==> src/rtl/srcal_pkg.sv <==
package srcal_pkg;

   typedef enum logic [3:0] {
      S_IDLE,
      S_OSCW,
      S_PROG,
      S_ARM,
      S_POLL,
      S_MOFF,
      S_FOFF,
      S_DIV,
      S_WRITE,
      S_OSCOFF
   } srcal_st_e;

   function automatic int unsigned srcal_max(input int unsigned a, input int unsigned b);
      return (a > b) ? a : b;
   endfunction

endpackage

==> src/rtl/srcal_tmr.sv <==
module srcal_tmr #(
   parameter int unsigned W = 8
) (
   input  logic         clk,
   input  logic         rst_n,
   input  logic         load_i,
   input  logic [W-1:0] val_i,
   output logic         zero_o
);
   logic [W-1:0] cnt_q;

   if (W < 1) begin : g_bad_w
      $error("srcal_tmr: W must be at least 1");
   end

   always_ff @(posedge clk or negedge rst_n) begin
      if (!rst_n)              cnt_q <= '0;
      else if (load_i)         cnt_q <= val_i;
      else if (cnt_q != '0)    cnt_q <= cnt_q - 1'b1;
   end

   assign zero_o = (cnt_q == '0);

endmodule

==> src/rtl/srcal_div.sv <==
module srcal_div #(
   parameter int unsigned NW = 20,
   parameter int unsigned DW = 24
) (
   input  logic          clk,
   input  logic          rst_n,
   input  logic          go_i,
   input  logic [NW-1:0] numer_i,
   input  logic [DW-1:0] denom_i,
   output logic [NW-1:0] quo_o,
   output logic          ready_o
);
   localparam int unsigned CW = $clog2(NW + 1);

   logic [NW-1:0] quo_q;
   logic [DW-1:0] rem_q;
   logic [DW-1:0] den_q;
   logic [CW-1:0] cnt_q;
   logic          run_q;
   logic          ready_q;
   logic [DW:0]   shifted;
   logic          fits;
   logic [DW:0]   diff;

   if (NW < 2 || DW < 1) begin : g_bad_w
      $error("srcal_div: widths too small");
   end

   assign shifted = {rem_q, quo_q[NW-1]};
   assign fits    = (shifted >= {1'b0, den_q});
   assign diff    = shifted - {1'b0, den_q};

   always_ff @(posedge clk or negedge rst_n) begin
      if (!rst_n) begin
         quo_q   <= '0;
         rem_q   <= '0;
         den_q   <= '0;
         cnt_q   <= '0;
         run_q   <= 1'b0;
         ready_q <= 1'b0;
      end else begin
         ready_q <= 1'b0;
         if (go_i) begin
            quo_q <= numer_i;
            rem_q <= '0;
            den_q <= denom_i;
            cnt_q <= CW'(NW);
            run_q <= 1'b1;
         end else if (run_q) begin
            rem_q <= fits ? diff[DW-1:0] : shifted[DW-1:0];
            quo_q <= {quo_q[NW-2:0], fits};
            cnt_q <= cnt_q - 1'b1;
            if (cnt_q == CW'(1)) begin
               run_q   <= 1'b0;
               ready_q <= 1'b1;
            end
         end
      end
   end

   assign quo_o   = quo_q;
   assign ready_o = ready_q;

   AST_DIV_REM_BELOW: assert property (@(posedge clk) disable iff (!rst_n)
      run_q |-> (rem_q < den_q));

endmodule

==> src/rtl/srcal_round.sv <==
module srcal_round #(
   parameter int unsigned QW       = 20,
   parameter int unsigned CODE_W   = 3,
   parameter int unsigned SCALE    = 1000,
   parameter int unsigned DEF_CODE = 4
) (
   input  logic [QW-1:0]     q_i,
   input  logic              zero_i,
   output logic [CODE_W-1:0] code_o
);
   localparam int unsigned MAXC = (1 << CODE_W) - 1;
   localparam int unsigned HALF = SCALE / 2;
   localparam int unsigned RW   = srcal_pkg::srcal_max(QW, $clog2(MAXC * SCALE + 1)) + 2;

   logic [MAXC-1:0] ge;
   logic [RW-1:0]   biased;
   logic [CODE_W:0] sum;

   if (DEF_CODE > MAXC) begin : g_bad_def
      $error("srcal_round: default code does not fit");
   end
   if (SCALE < 2) begin : g_bad_scale
      $error("srcal_round: SCALE must be at least 2");
   end

   assign biased = RW'(q_i) + RW'(HALF);

   for (genvar k = 1; k <= MAXC; k++) begin : g_thr
      assign ge[k-1] = (biased >= RW'(k * SCALE));
   end

   always_comb begin
      sum = '0;
      for (int i = 0; i < MAXC; i++) begin
         sum = sum + {{CODE_W{1'b0}}, ge[i]};
      end
      code_o = zero_i ? CODE_W'(DEF_CODE) : sum[CODE_W-1:0];
   end

endmodule

==> src/rtl/srcal_seq.sv <==
module srcal_seq #(
   parameter int unsigned PORT_W       = 2,
   parameter int unsigned CNT_W        = 24,
   parameter int unsigned WIN_W        = 24,
   parameter int unsigned CODE_W       = 3,
   parameter int unsigned WIN_CYC      = 1024,
   parameter int unsigned REF_MHZ      = 26,
   parameter int unsigned COEF_MILLI   = 28,
   parameter int unsigned SCALE        = 1000,
   parameter int unsigned DEF_CODE     = 4,
   parameter int unsigned OSC_WAIT_CYC = REF_MHZ,
   parameter int unsigned POLL_CYC     = 10 * REF_MHZ,
   parameter int unsigned TIMEOUT_CYC  = 200 * REF_MHZ
) (
   input  logic              clk,
   input  logic              rst_n,
   input  logic              start_i,
   input  logic [PORT_W-1:0] port_i,
   output logic              done_o,
   output logic              osc_en_o,
   output logic              frck_en_o,
   output logic              meter_en_o,
   output logic [WIN_W-1:0]  meter_win_o,
   output logic [PORT_W-1:0] meter_chan_o,
   input  logic              meter_valid_i,
   input  logic [CNT_W-1:0]  meter_count_i,
   output logic [CODE_W-1:0] code_o
);
   import srcal_pkg::*;

   localparam int unsigned NUMER = WIN_CYC * REF_MHZ * COEF_MILLI;
   localparam int unsigned QW    = $clog2(NUMER + 1);
   localparam int unsigned NPOLL = TIMEOUT_CYC / POLL_CYC;
   localparam int unsigned NP_W  = $clog2(NPOLL + 1);
   localparam int unsigned TMR_W = $clog2(srcal_max(OSC_WAIT_CYC, POLL_CYC) + 1);

   if (POLL_CYC < 1 || OSC_WAIT_CYC < 1) begin : g_bad_wait
      $error("srcal_seq: wait lengths must be nonzero");
   end
   if (NPOLL < 1) begin : g_bad_timeout
      $error("srcal_seq: timeout shorter than one poll interval");
   end
   if (WIN_CYC >= (1 << WIN_W)) begin : g_bad_win
      $error("srcal_seq: window does not fit its output");
   end
   if (QW > 31) begin : g_bad_numer
      $error("srcal_seq: numerator too wide");
   end

   srcal_st_e         st_q;
   logic [PORT_W-1:0] port_q;
   logic [CNT_W-1:0]  cnt_q;
   logic [NP_W-1:0]   poll_q;
   logic              osc_q, frck_q, meter_q, done_q;
   logic [WIN_W-1:0]  win_q;
   logic [PORT_W-1:0] chan_q;
   logic [CODE_W-1:0] code_q;

   logic              tmr_load;
   logic [TMR_W-1:0]  tmr_val;
   logic              tmr_zero;
   logic              poll_last;
   logic              poll_take;
   logic              div_go;
   logic              div_ready;
   logic [QW-1:0]     quo;
   logic [CODE_W-1:0] rnd_code;
   logic              cnt_zero;

   assign cnt_zero  = (cnt_q == '0);
   assign poll_last = (poll_q == NP_W'(NPOLL - 1));
   assign poll_take = tmr_zero && (meter_valid_i || poll_last);

   always_comb begin
      tmr_load = 1'b0;
      tmr_val  = '0;
      div_go   = 1'b0;
      unique case (st_q)
         S_IDLE: if (start_i) begin
            tmr_load = 1'b1;
            tmr_val  = TMR_W'(OSC_WAIT_CYC);
         end
         S_ARM: begin
            tmr_load = 1'b1;
            tmr_val  = TMR_W'(POLL_CYC);
         end
         S_POLL: if (tmr_zero && !poll_take) begin
            tmr_load = 1'b1;
            tmr_val  = TMR_W'(POLL_CYC);
         end
         S_FOFF: div_go = !cnt_zero;
         default: ;
      endcase
   end

   srcal_tmr #(.W(TMR_W)) i_tmr (
      .clk    (clk),
      .rst_n  (rst_n),
      .load_i (tmr_load),
      .val_i  (tmr_val),
      .zero_o (tmr_zero)
   );

   srcal_div #(.NW(QW), .DW(CNT_W)) i_div (
      .clk     (clk),
      .rst_n   (rst_n),
      .go_i    (div_go),
      .numer_i (QW'(NUMER)),
      .denom_i (cnt_q),
      .quo_o   (quo),
      .ready_o (div_ready)
   );

   srcal_round #(
      .QW       (QW),
      .CODE_W   (CODE_W),
      .SCALE    (SCALE),
      .DEF_CODE (DEF_CODE)
   ) i_round (
      .q_i    (quo),
      .zero_i (cnt_zero),
      .code_o (rnd_code)
   );

   always_ff @(posedge clk or negedge rst_n) begin
      if (!rst_n) begin
         st_q    <= S_IDLE;
         port_q  <= '0;
         cnt_q   <= '0;
         poll_q  <= '0;
         osc_q   <= 1'b0;
         frck_q  <= 1'b0;
         meter_q <= 1'b0;
         done_q  <= 1'b0;
         win_q   <= '0;
         chan_q  <= '0;
         code_q  <= CODE_W'(DEF_CODE);
      end else begin
         done_q <= 1'b0;
         unique case (st_q)
            S_IDLE: if (start_i) begin
               port_q <= port_i;
               osc_q  <= 1'b1;
               st_q   <= S_OSCW;
            end
            S_OSCW: if (tmr_zero) begin
               frck_q <= 1'b1;
               st_q   <= S_PROG;
            end
            S_PROG: begin
               win_q  <= WIN_W'(WIN_CYC);
               chan_q <= port_q;
               st_q   <= S_ARM;
            end
            S_ARM: begin
               meter_q <= 1'b1;
               poll_q  <= '0;
               st_q    <= S_POLL;
            end
            S_POLL: if (tmr_zero) begin
               if (poll_take) begin
                  cnt_q <= meter_count_i;
                  st_q  <= S_MOFF;
               end else begin
                  poll_q <= poll_q + 1'b1;
               end
            end
            S_MOFF: begin
               meter_q <= 1'b0;
               st_q    <= S_FOFF;
            end
            S_FOFF: begin
               frck_q <= 1'b0;
               st_q   <= cnt_zero ? S_WRITE : S_DIV;
            end
            S_DIV: if (div_ready) st_q <= S_WRITE;
            S_WRITE: begin
               code_q <= rnd_code;
               st_q   <= S_OSCOFF;
            end
            S_OSCOFF: begin
               osc_q  <= 1'b0;
               done_q <= 1'b1;
               st_q   <= S_IDLE;
            end
            default: st_q <= S_IDLE;
         endcase
      end
   end

   assign done_o       = done_q;
   assign osc_en_o     = osc_q;
   assign frck_en_o    = frck_q;
   assign meter_en_o   = meter_q;
   assign meter_win_o  = win_q;
   assign meter_chan_o = chan_q;
   assign code_o       = code_q;

   AST_METER_GATED: assert property (@(posedge clk) disable iff (!rst_n)
      meter_q |-> (osc_q && frck_q));
   AST_METER_SETUP: assert property (@(posedge clk) disable iff (!rst_n)
      $rose(meter_q) |-> (win_q == WIN_W'(WIN_CYC) && chan_q == port_q));
   AST_POLL_BOUND: assert property (@(posedge clk) disable iff (!rst_n)
      meter_q |-> (poll_q < NP_W'(NPOLL)));
   AST_FRCK_OUTLIVES: assert property (@(posedge clk) disable iff (!rst_n)
      $fell(meter_q) |-> frck_q);
   AST_DONE_PULSE: assert property (@(posedge clk) disable iff (!rst_n)
      done_q |=> !done_q);
   AST_DONE_OSC_OFF: assert property (@(posedge clk) disable iff (!rst_n)
      done_q |-> (!osc_q && $past(osc_q)));
   AST_CODE_HOLD: assert property (@(posedge clk) disable iff (!rst_n)
      (st_q != S_WRITE) |=> $stable(code_q));

endmodule

==> config.mk <==
export PLATFORM = sky130hd
export DESIGN_NAME = srcal_seq
export DESIGN_NICKNAME = d
export VERILOG_FILES = /design/src/rtl/srcal_pkg.sv /design/src/rtl/srcal_tmr.sv /design/src/rtl/srcal_div.sv /design/src/rtl/srcal_round.sv /design/src/rtl/srcal_seq.sv
export SDC_FILE = /design/constraint.sdc
export NUM_CORES = 1
export LEC_CHECK = 0
export CAP_MARGIN = 15
export CORE_ASPECT_RATIO = 0.5
export CORE_MARGIN = 2
export CORE_UTILIZATION = 40
export DETAILED_ROUTE_END_ITERATION = 7
export HOLD_SLACK_MARGIN = 0.12
export PLACE_DENSITY = 0.67
export REMOVE_ABC_BUFFERS = 1
export SYNTH_ARGS = -nofsm -noshare
export SYNTH_HDL_FRONTEND = slang
export SYNTH_SLANG_ARGS = --single-unit
export TNS_END_PERCENT = 100
==> constraint.sdc <==
create_clock -name clk -period 9.6 [get_ports clk]
set_clock_uncertainty 0.05 [all_clocks]
set_input_delay 2.4 -clock clk [delete_from_list [all_inputs] [get_ports clk]]
set_output_delay 2.4 -clock clk [all_outputs]
set_load 0.01 [all_outputs]
* Word-level counts from Yosys, hierarchy flattened *
Index checks and enable logic that the tools add are counted.

word-level totals
  bits in registers = 129
  bits of input ports = 30
  output and inout bits = 33
  logic and storage cells = 114

operators by class
  order comparisons = 8
  add/subtract/negate cells = 11
  equal/unequal tests = 17
  reductions and logical operators = 21
  muxes and demuxes = 39

operators by type and width
  cell                   number
  $mux 24                3
  $ge 22x13->1 const B   3
  $ge 22x12->1 const B   2
  $mux 20                2
  $pmux 4 s9             1
  $mux 9                 3
  $pmux 9 s3             1
  $ge 25x24->1           1
  $mux 5                 5
  $logic_not 24->1       1
  $mux 4                 6
  $sub 24x24->24         1
  $ge 22x10->1 const B   1
  $ge 22x11->1 const B   1
  $add 20x9->21 const B  1
  $eq 4x3->1 const B     4
  $add 3x1->3            5
  $mux 1                 12
  $reduce_bool 2->1      6
  $ne 2x2->1 const B     5
  $pmux 5 s2             1
  $logic_not 9->1        1
  $reduce_bool 9->1      1
  $sub 9x1->9 const B    1
  19 further kinds       28

* Longest topological paths before layout *
Gate-level depths: netlist of run 1.

  depth in word-level cells = 9
  gate-level depth with buffers = 19
  depth with buffers taken out = 18

* Hierarchy *
A second synthesis of run 1 with hierarchy kept.

unflattened totals
  cells, all modules = 881
  area, all modules = 8237.9 um^2

by module, submodules not included
  module       sequential area each (um^2)  area an instance (um^2)  cells an instance  instances
  srcal_div    1876.8                       4591.9                   507                1
  srcal_seq    1127.3                       2198.4                   193                1
  srcal_round  0.0                          913.4                    124                1
  srcal_tmr    225.2                        534.3                    57                 1

* Worst setup path after synthesis of run 1 *
OpenSTA, ideal clock, no wires.

  kind = register to register
  start = reg i_div.quo_q[2], in the netlist i_div.quo_o[2]
  end = reg code_q[2], in the netlist code_o[2]
  library setup time = 0.079 ns
  required time = 9.471 ns
  buffers on the path = 1
  setup slack = 4.802 ns
  clock period less this slack = 4.798 ns
  cell stages (with the launch flop) = 20
  arrival = 4.669 ns
  cell sequence = dfrtp_1 ha_1 or2_1 buf_6 o31ai_4 nor2b_2 nor4_2 a31oi_1 or4_4 nor2_4 o211ai_1 ha_1 fa_1 fa_1 ha_1 inv_1 fa_1 xnor2_1 nor2_1 o21ai_0

between the ends
  longest elaborated chain between the ends = 9
  elaborated cells between the ends (all ways) = 15
  classes of those cells = add/sub (7); order compare (7); mux (1)

ends and longest elaborated chain
  what                                          line               RTL
  start, declared                               srcal_div.sv:15    logic [NW-1:0] quo_q;
  start signal, assigned                        srcal_div.sv:44    quo_q <= numer_i;
  start signal, assigned                        srcal_div.sv:51    quo_q <= {quo_q[NW-2:0], fits};
  $add 20x9->21 (*)                             srcal_round.sv:26  assign biased = RW'(q_i) + RW'(HALF);
  $ge 22x10->1 or $ge 22x11->1 (tied branches)  srcal_round.sv:29  assign ge[k-1] = (biased >= RW'(k * SCALE));
  $add 1x1->2                                   srcal_round.sv:35  sum = sum + {{CODE_W{1'b0}}, ge[i]};
  $add 3x1->3 (4 in series)                     srcal_round.sv:35
  $add 3x1->3 (*)                               srcal_round.sv:35
  $mux 3 (*)                                    srcal_round.sv:37  code_o = zero_i ? CODE_W'(DEF_CODE) : sum[CODE_W-1:0];
  end signal, assigned                          srcal_seq.sv:137   code_q <= CODE_W'(DEF_CODE);
  end signal, assigned                          srcal_seq.sv:178   code_q <= rnd_code;
  end, declared                                 srcal_seq.sv:57    logic [CODE_W-1:0] code_q;

Mark *: on every way between the ends. The rest lies on a longest branch, timed or not.
A chain may end at the register's enable or synchronous reset.

* Worst setup path after layout of run 1 *
Same ends and word-level chain as after synthesis.

==> results of run 1 <==
## critical path, cell delays in order (launching register included)
cell	delay [ps]
dfrtp_1	450
ha_1	300
or2_1	380
o31ai_4	390
nor2b_2	100
nor4_2	210
a31oi_1	70
or4_4	580
nor2_4	130
o211ai_1	110
ha_1	320
fa_1	510
fa_1	550
ha_1	140
inv_1	40
fa_1	370
xnor2_1	140
nor2_1	50
o21ai_0	150
## power breakdown
group          switching, mW  total [mW]  internal [mW]  leakage [nW]
clock                  0.262       0.681          0.419         0.302
sequential             0.223       0.971          0.748          1.61
combinational          0.992        1.81          0.816          1.98
## how the worst max path moves through the flow
stage,startpoint,end,cells past startpoint
2_1_floorplan,st_q[3],i_div.den_q[10],3
3_3_place_gp,i_div.quo_o[2],code_o[2],18
3_5_place_dp,i_div.quo_o[2],code_o[2],18
4_1_cts,i_div.quo_o[2],code_o[2],18
5_1_grt,i_div.quo_o[2],code_o[2],18
6_report,i_div.quo_o[2],code_o[2],18
## cell usage in the layout, fill, tap and decap left out, types with 5 or more instances in the layout
cell type	Yosys	routed
nor4_1	11	11
nor2_1	72	72
a31oi_1	13	13
inv_1	48	48
conb_1	1	23
nand3_1	15	15
o211ai_1	10	10
o21ai_0	67	67
or3_1	6	6
clkbuf_16	0	17
a21oi_1	44	44
a211oi_1	19	19
xnor2_1	26	26
or2_1	5	5
dfrtp_1	128	127
ha_1	33	33
mux2i_1	28	28
clkdlybuf4s50_1	0	38
nand4_1	5	5
xor2_1	14	14
mux2_2	30	30
nor2b_1	6	6
nand2b_1	8	8
nor3_1	24	23
and3_1	7	7
nand2_1	79	79
buf_4	24	6
a21o_1	14	14
o21a_1	6	6
## stage by stage
step | area [um2] | cells | hold slack (ps) | setup WS (ps)
2_1_floorplan | 7576 | 806 | 402.4 | 4629
3_3_place_gp | 8356 | 1116 | 403.0 | 4646
3_5_place_dp | 8356 | 1116 | 406.8 | 4479
4_1_cts | 8972 | 1148 | 426.9 | 4444
5_1_grt | 9000 | 1149 | 450.4 | 4175
6_report | 9000 | 1149 | 426.6 | 4475
## cells by family after synthesis
kind of cell             after synthesis  synth area share, %
AO/OA/AOI/OAI                        211                17.10
multiplexers                          58                7.867
flip-flops                           129                41.11
other                                  1              0.04773
adder cells (fa/ha/maj)               37                6.275
buffers and inverters                111                6.912
AND/OR/NAND/NOR                      260                16.23
XOR/XNOR                              40                4.459
## area by class of cell
type / count / area [um2]
Clock inverter: 14 / 177.7
Multi-Input combinational cell: 629 / 4187
Clock buffer: 18 / 439.2
Timing Repair Buffer: 45 / 452.9
Tap cell: 266 / 332.8
Fill cell: 1850 / 10370
Inverter: 48 / 180.2
Sequential cell: 129 / 3231
## synth_stat cells, types with 3 or more instances
| master | number | area (um2) |
|---|---|---|
| buf_2 | 5 | 25.02 |
| nand2_1 | 79 | 296.5 |
| a21o_1 | 14 | 105.1 |
| nor2_1 | 72 | 270.3 |
| or3_1 | 6 | 37.54 |
| and3_1 | 7 | 43.79 |
| o21ai_0 | 67 | 335.3 |
| xnor2_1 | 26 | 227.7 |
| nor3_1 | 24 | 120.1 |
| o31ai_1 | 4 | 30.03 |
| a31o_2 | 3 | 26.28 |
| o211ai_1 | 10 | 75.07 |
| or2_1 | 5 | 31.28 |
| dfrtp_1 | 128 | 3203 |
| mux2i_1 | 28 | 280.3 |
| fa_1 | 4 | 80.08 |
| nor2b_1 | 6 | 37.54 |
| xor2_1 | 14 | 122.6 |
| mux2_2 | 30 | 337.8 |
| nand2b_1 | 8 | 50.05 |
| o21a_1 | 6 | 45.04 |
| nor4_1 | 11 | 68.82 |
| inv_1 | 48 | 180.2 |
| nand4_1 | 5 | 31.28 |
| or2_2 | 4 | 25.02 |
| a211oi_1 | 19 | 142.6 |
| a21oi_1 | 44 | 220.2 |
| buf_4 | 24 | 180.2 |
| o22ai_1 | 3 | 18.77 |
| a21boi_0 | 3 | 22.52 |
| buf_6 | 4 | 45.04 |
| ha_1 | 33 | 412.9 |
| a31oi_1 | 13 | 81.33 |
| nand3_1 | 15 | 75.07 |
| clkbuf_1 | 28 | 105.1 |
## routing by layer
metal,vias up,part of all wire (%)
met4,0,1.2
li1,2998,-
met2,102,47
met5,-,0
met3,18,3.1
met1,2942,49
## registers in the layout (all words and copies together), names as in the netlist
signal and flops:
meter_win_o 1, meter_chan_o 2, cnt_q 24, i_div.rem_q 24
i_div.ready_o 1, port_q 2, meter_en_o 1, code_o 3
i_div.quo_o 20, i_div.cnt_q 5, i_tmr.cnt_q 9, i_div.run_q 1
done_o 1, osc_en_o 1, st_q 4, poll_q 5
i_div.den_q 24, frck_en_o 1
==> results.md, run 1 <==
* Outcome: complete, no violations
* EDFF count, synth at 0
* Final hold vios at 0
* Synthesis-to-layout area growth at 14.56%
* Max Slew Vio Count at 0
* H-tree levels at 4
* Setup bufs post-CTS at 0
* Ant diodes at 0
* Root buf cell: clkbuf_16
* Clk buf depth at 2
* Final worst-path cycle share at 53.39%
* RSZ-0062 raised after global routing: false
* Leak at 3.883 nW
* CTS Buf Count at 17
* Post-route ant nets at 0
* Initial Util at 40.56%
* CP Launch Type: flop
* Crit end category: flop
* Syn Inst Count at 847
* GRT met2 Usage at 27.94%
* Main synth FF type: dfrtp_1
* Min-Delay Path Class: flop to flop
* Async SR Flop Fraction at 100.0%
* Die Ht at 103.1 um
* Vias in the first global route at 5,741
* Power Density at 384.4 nW/um2
* HP Start: code_o[0]
* Synth Warn # at 0
* Critical R2R Capture: code_o[2]
* Layout cells sized above 1 at 10.42%
* Mapped Area at 7856 um2
* Total Power at 3.460 mW
* Seq cells post-synth at 129
* Clock Latency Late Sink at 420 ps
* Max_slew headroom at 47.37%
* Die width at 202.2 um
* Cts hold-fix bufs at 0
* Full die area at 20,850 um2
* GPL Wtd Cong at 0.8727
* CTS sink cnt at 129
* Min cycle time layout at 5125 ps
* Max-Cap Viols at 0
* Total wire length at 16,670 um
* Average wire per standard cell at 14.51 um
* WHS Path Cells at 2
* Worst-path maximum fanout at 8
* Largest net degree at the start of global routing at 85
* CP required at 9890 ps
* Total grt overflow at 0
* Worst Hold End: code_o[0]
* Reg2reg path depth at 18
* Via Count at 6,060
* Syn Area/Cell at 9.275 um2
* Worst IR Drop VDD at 0.1900 mV
* Slew @ Worst Pin at 789.4 ps
* Initial antenna violation count at 0
* Setup TNS at 0 ps
* Unique cell type count in the Yosys netlist at 71
* Clock-pin slew on the worst setup and hold paths at 60 ps
* Final Setup Violations at 0
* First-pass GRT wire length at 28,400 um
* Critical path type: flop to flop
* R2R Path Start: i_div.quo_o[2]
* Io pins at 63
* Met3 Use GR at 3.571%
* Met1 usage in global routing at 22.29%
* Drt initial violations at 429
* Drc violations at 0
* PostCTS Resize Cnt at 0
* Total track usage at 16.97%
* FP Rows at 36
* Critical Path AT at 5410 ps
* Dpl hpwl at 11,510 um
* Final core occ at 46.47%
* Drt via density at 5.274
* GRT busiest layer: met2
* IO Port Bufs at 39
* Max Fclk at 195.1 MHz
* Nets@finish at 937
* Core Area at 19,370 um2
* R2r setup slk at 4470 ps
* CTS tree: built
* Register area share after synthesis at 41.11%
* DR pass1 iterations at 4
Note: power is estimated with default switching activity, not from simulation.
==> run 2, diff against run 1 <==
- clock period: 9.6 -> 5.3 ns (I/O delays scaled with it)
==> run 2 against run 1 <==
Total power up 84%; largest power group unchanged; sequential share of layout area down 0.10 points; combinational power grew 86%.
==> results.md, run 2 (same netlist as run 1, synthesis figures left out) <==
* Max Slew Vio Count at 0
* Place WS at 140.5 ps
* R2r setup slk at 320 ps
* Fillers at 1,824
* Worst-path maximum fanout at 11
* Full die area at 20,850 um2
* Clock Latency Late Sink at 420 ps
* Worst IR Drop VDD at 0.2803 mV
* Critical path type: flop to flop
* GPL Wtd Cong at 0.8691
* Final Setup Violations at 0
* Average wire per standard cell at 14.97 um
* Highest-count cells in the layout ignoring fill and taps: dfrtp_1, nand2_1, nor2_1
* Min cycle time layout at 4982 ps
* FP Rows at 36
* Total track usage at 17.58%
* Slew @ Worst Pin at 815.6 ps
* RSZ-0062 raised after global routing: false
* Root buf cell: clkbuf_16
* Largest net degree at the start of global routing at 80
* WHS Path Cells at 2
* Drt via density at 5.374
* Design Area, Final at 9025 um2
* CP required at 5580 ps
* Die width at 202.2 um
* Total Power at 6.370 mW
* Reg2reg path depth at 17
* CTS sink cnt at 129
* CTS tree: built
* Clk buf depth at 2
* Post-route ant nets at 0
* CTS Buf Count at 17
* DR pass1 iterations at 4
* Outcome: complete, no violations
* R2R Path Start: i_div.quo_o[4]
* Clock-pin slew on the worst setup and hold paths at 60 ps
* Dpl hpwl at 11,770 um
* First-pass GRT wire length at 29,300 um
* Final worst-path cycle share at 93.99%
* IO Port Bufs at 39
* CP Capture Point: code_o[2]
* Layout cells sized above 1 at 10.84%
* Ant diodes at 0
* Nets@finish at 940
* Net Sw Power at 2.704 mW
* Cts hold-fix bufs at 0
* Switching Share at 42.44%
* Leak at 3.895 nW
* Min-Delay Path Class: flop to flop
* Drc violations at 0
* Top flop regs: cnt_q: 24 flops, i_div.den_q: 24 flops, i_div.rem_q: 24 flops
* Area taken by flip-flops and latches at 3231 um2
* Crit end category: flop
* Total grt overflow at 0
* Initial antenna violation count at 0
* CP Launch Type: flop
* Internal at 3.666 mW
* Initial Util at 40.56%
* H-tree levels at 4
* Die Ht at 103.1 um
* Drt initial violations at 395
* Area of the multi-input gates at 4189 um2
* Core Area at 19,370 um2
* Combinational power share at 52.7%
* Flop pwr share at 27.4%
* Total wire length at 17,250 um
* Setup TNS at 0 ps
* Cell Area, Placed at 8378 um2
* Crit path launch: i_div.quo_o[4]
* Max Fclk at 200.7 MHz
* Critical Path AT at 5270 ps
* Vias in the first global route at 6,069
* Max_slew headroom at 45.63%
* Max-Cap Viols at 0
* Setup WS post-layout at 318.5 ps
* Clock share of power at 20.0%
* Power Density at 705.8 nW/um2
* Synthesis-to-layout area growth at 14.88%
* Most common cell after layout, fill and taps aside: dfrtp_1
* Critical R2R Capture: code_o[2]
* Via Count at 6,191
* Io pins at 63
* Final hold vios at 0
-- run 2: layout make-up --
cell class / count / share of cell area, %
flip-flops and latches: 129 / 35.80
multi-input cells: 629 / 46.42
well taps: 266 / 3.688
clock inverters: 13 / 2.038
inverters: 48 / 1.996
clock buffers: 19 / 5.019
repair buffers: 48 / 5.046
-- run 2: worst min-delay path by stage --
stage,to,slack (ps),startpoint
2_1_floorplan,i_div.den_q[0],400,i_div.den_q[0]
3_3_place_gp,meter_win_o[10],400,meter_win_o[10]
3_5_place_dp,meter_win_o[10],420,meter_win_o[10]
4_1_cts,code_o[2],430,code_o[2]
5_1_grt,code_o[2],470,code_o[2]
6_report,code_o[2],430,code_o[2]
-- run 2: repair_timing --
item                       4_1_cts  5_1_grt
setup endpoints to repair        0        2
gates resized for setup          0        2
buffers inserted                 0        1
-- run 2: routing by layer --
layer	global-route usage (%)	part of all wire, %	up-vias
li1	-	-	3002
met1	22.57	48	3031
met2	30.32	47	128
met3	3.350	3.5	30
met4	6.064	1.7	0
met5	0	0	-
-- run 2: power by group through the flow --
stage          registers [mW]  logic (mW)  clock network (mW)
6_report                 1.74        3.36                1.27
5_1_grt                  1.81        3.79                1.35
4_1_cts                  1.74        3.35                1.29
3_5_place_dp             1.75        3.30                   0
3_3_place_gp             1.73        3.21                   0
2_1_floorplan            1.71        2.57                   0
-- run 2: through the flow --
| stage | hold slack, ps | utilization, % | instances |
|---|---|---|---|
| 2_1_floorplan | 402.4 | - | 806 |
| 3_3_place_gp | 404.6 | 43.26 | 1119 |
| 3_5_place_dp | 417.9 | 43.26 | 1119 |
| 4_1_cts | 433.9 | 46.54 | 1151 |
| 5_1_grt | 469.5 | 46.60 | 1152 |
| 6_report | 433.4 | 46.60 | 1152 |
-- run 2: worst max-delay path, stage by stage, from the launching register on --
cell	delay, ps
dfrtp_1	500
a21o_1	290
o41ai_1	500
nor3_1	150
nor4_2	170
a31oi_1	90
or4_4	590
nor2_4	130
o211ai_1	100
ha_1	330
fa_1	530
fa_1	550
ha_1	140
inv_1	50
fa_1	370
xnor2_1	150
nor2_1	50
o21ai_0	160
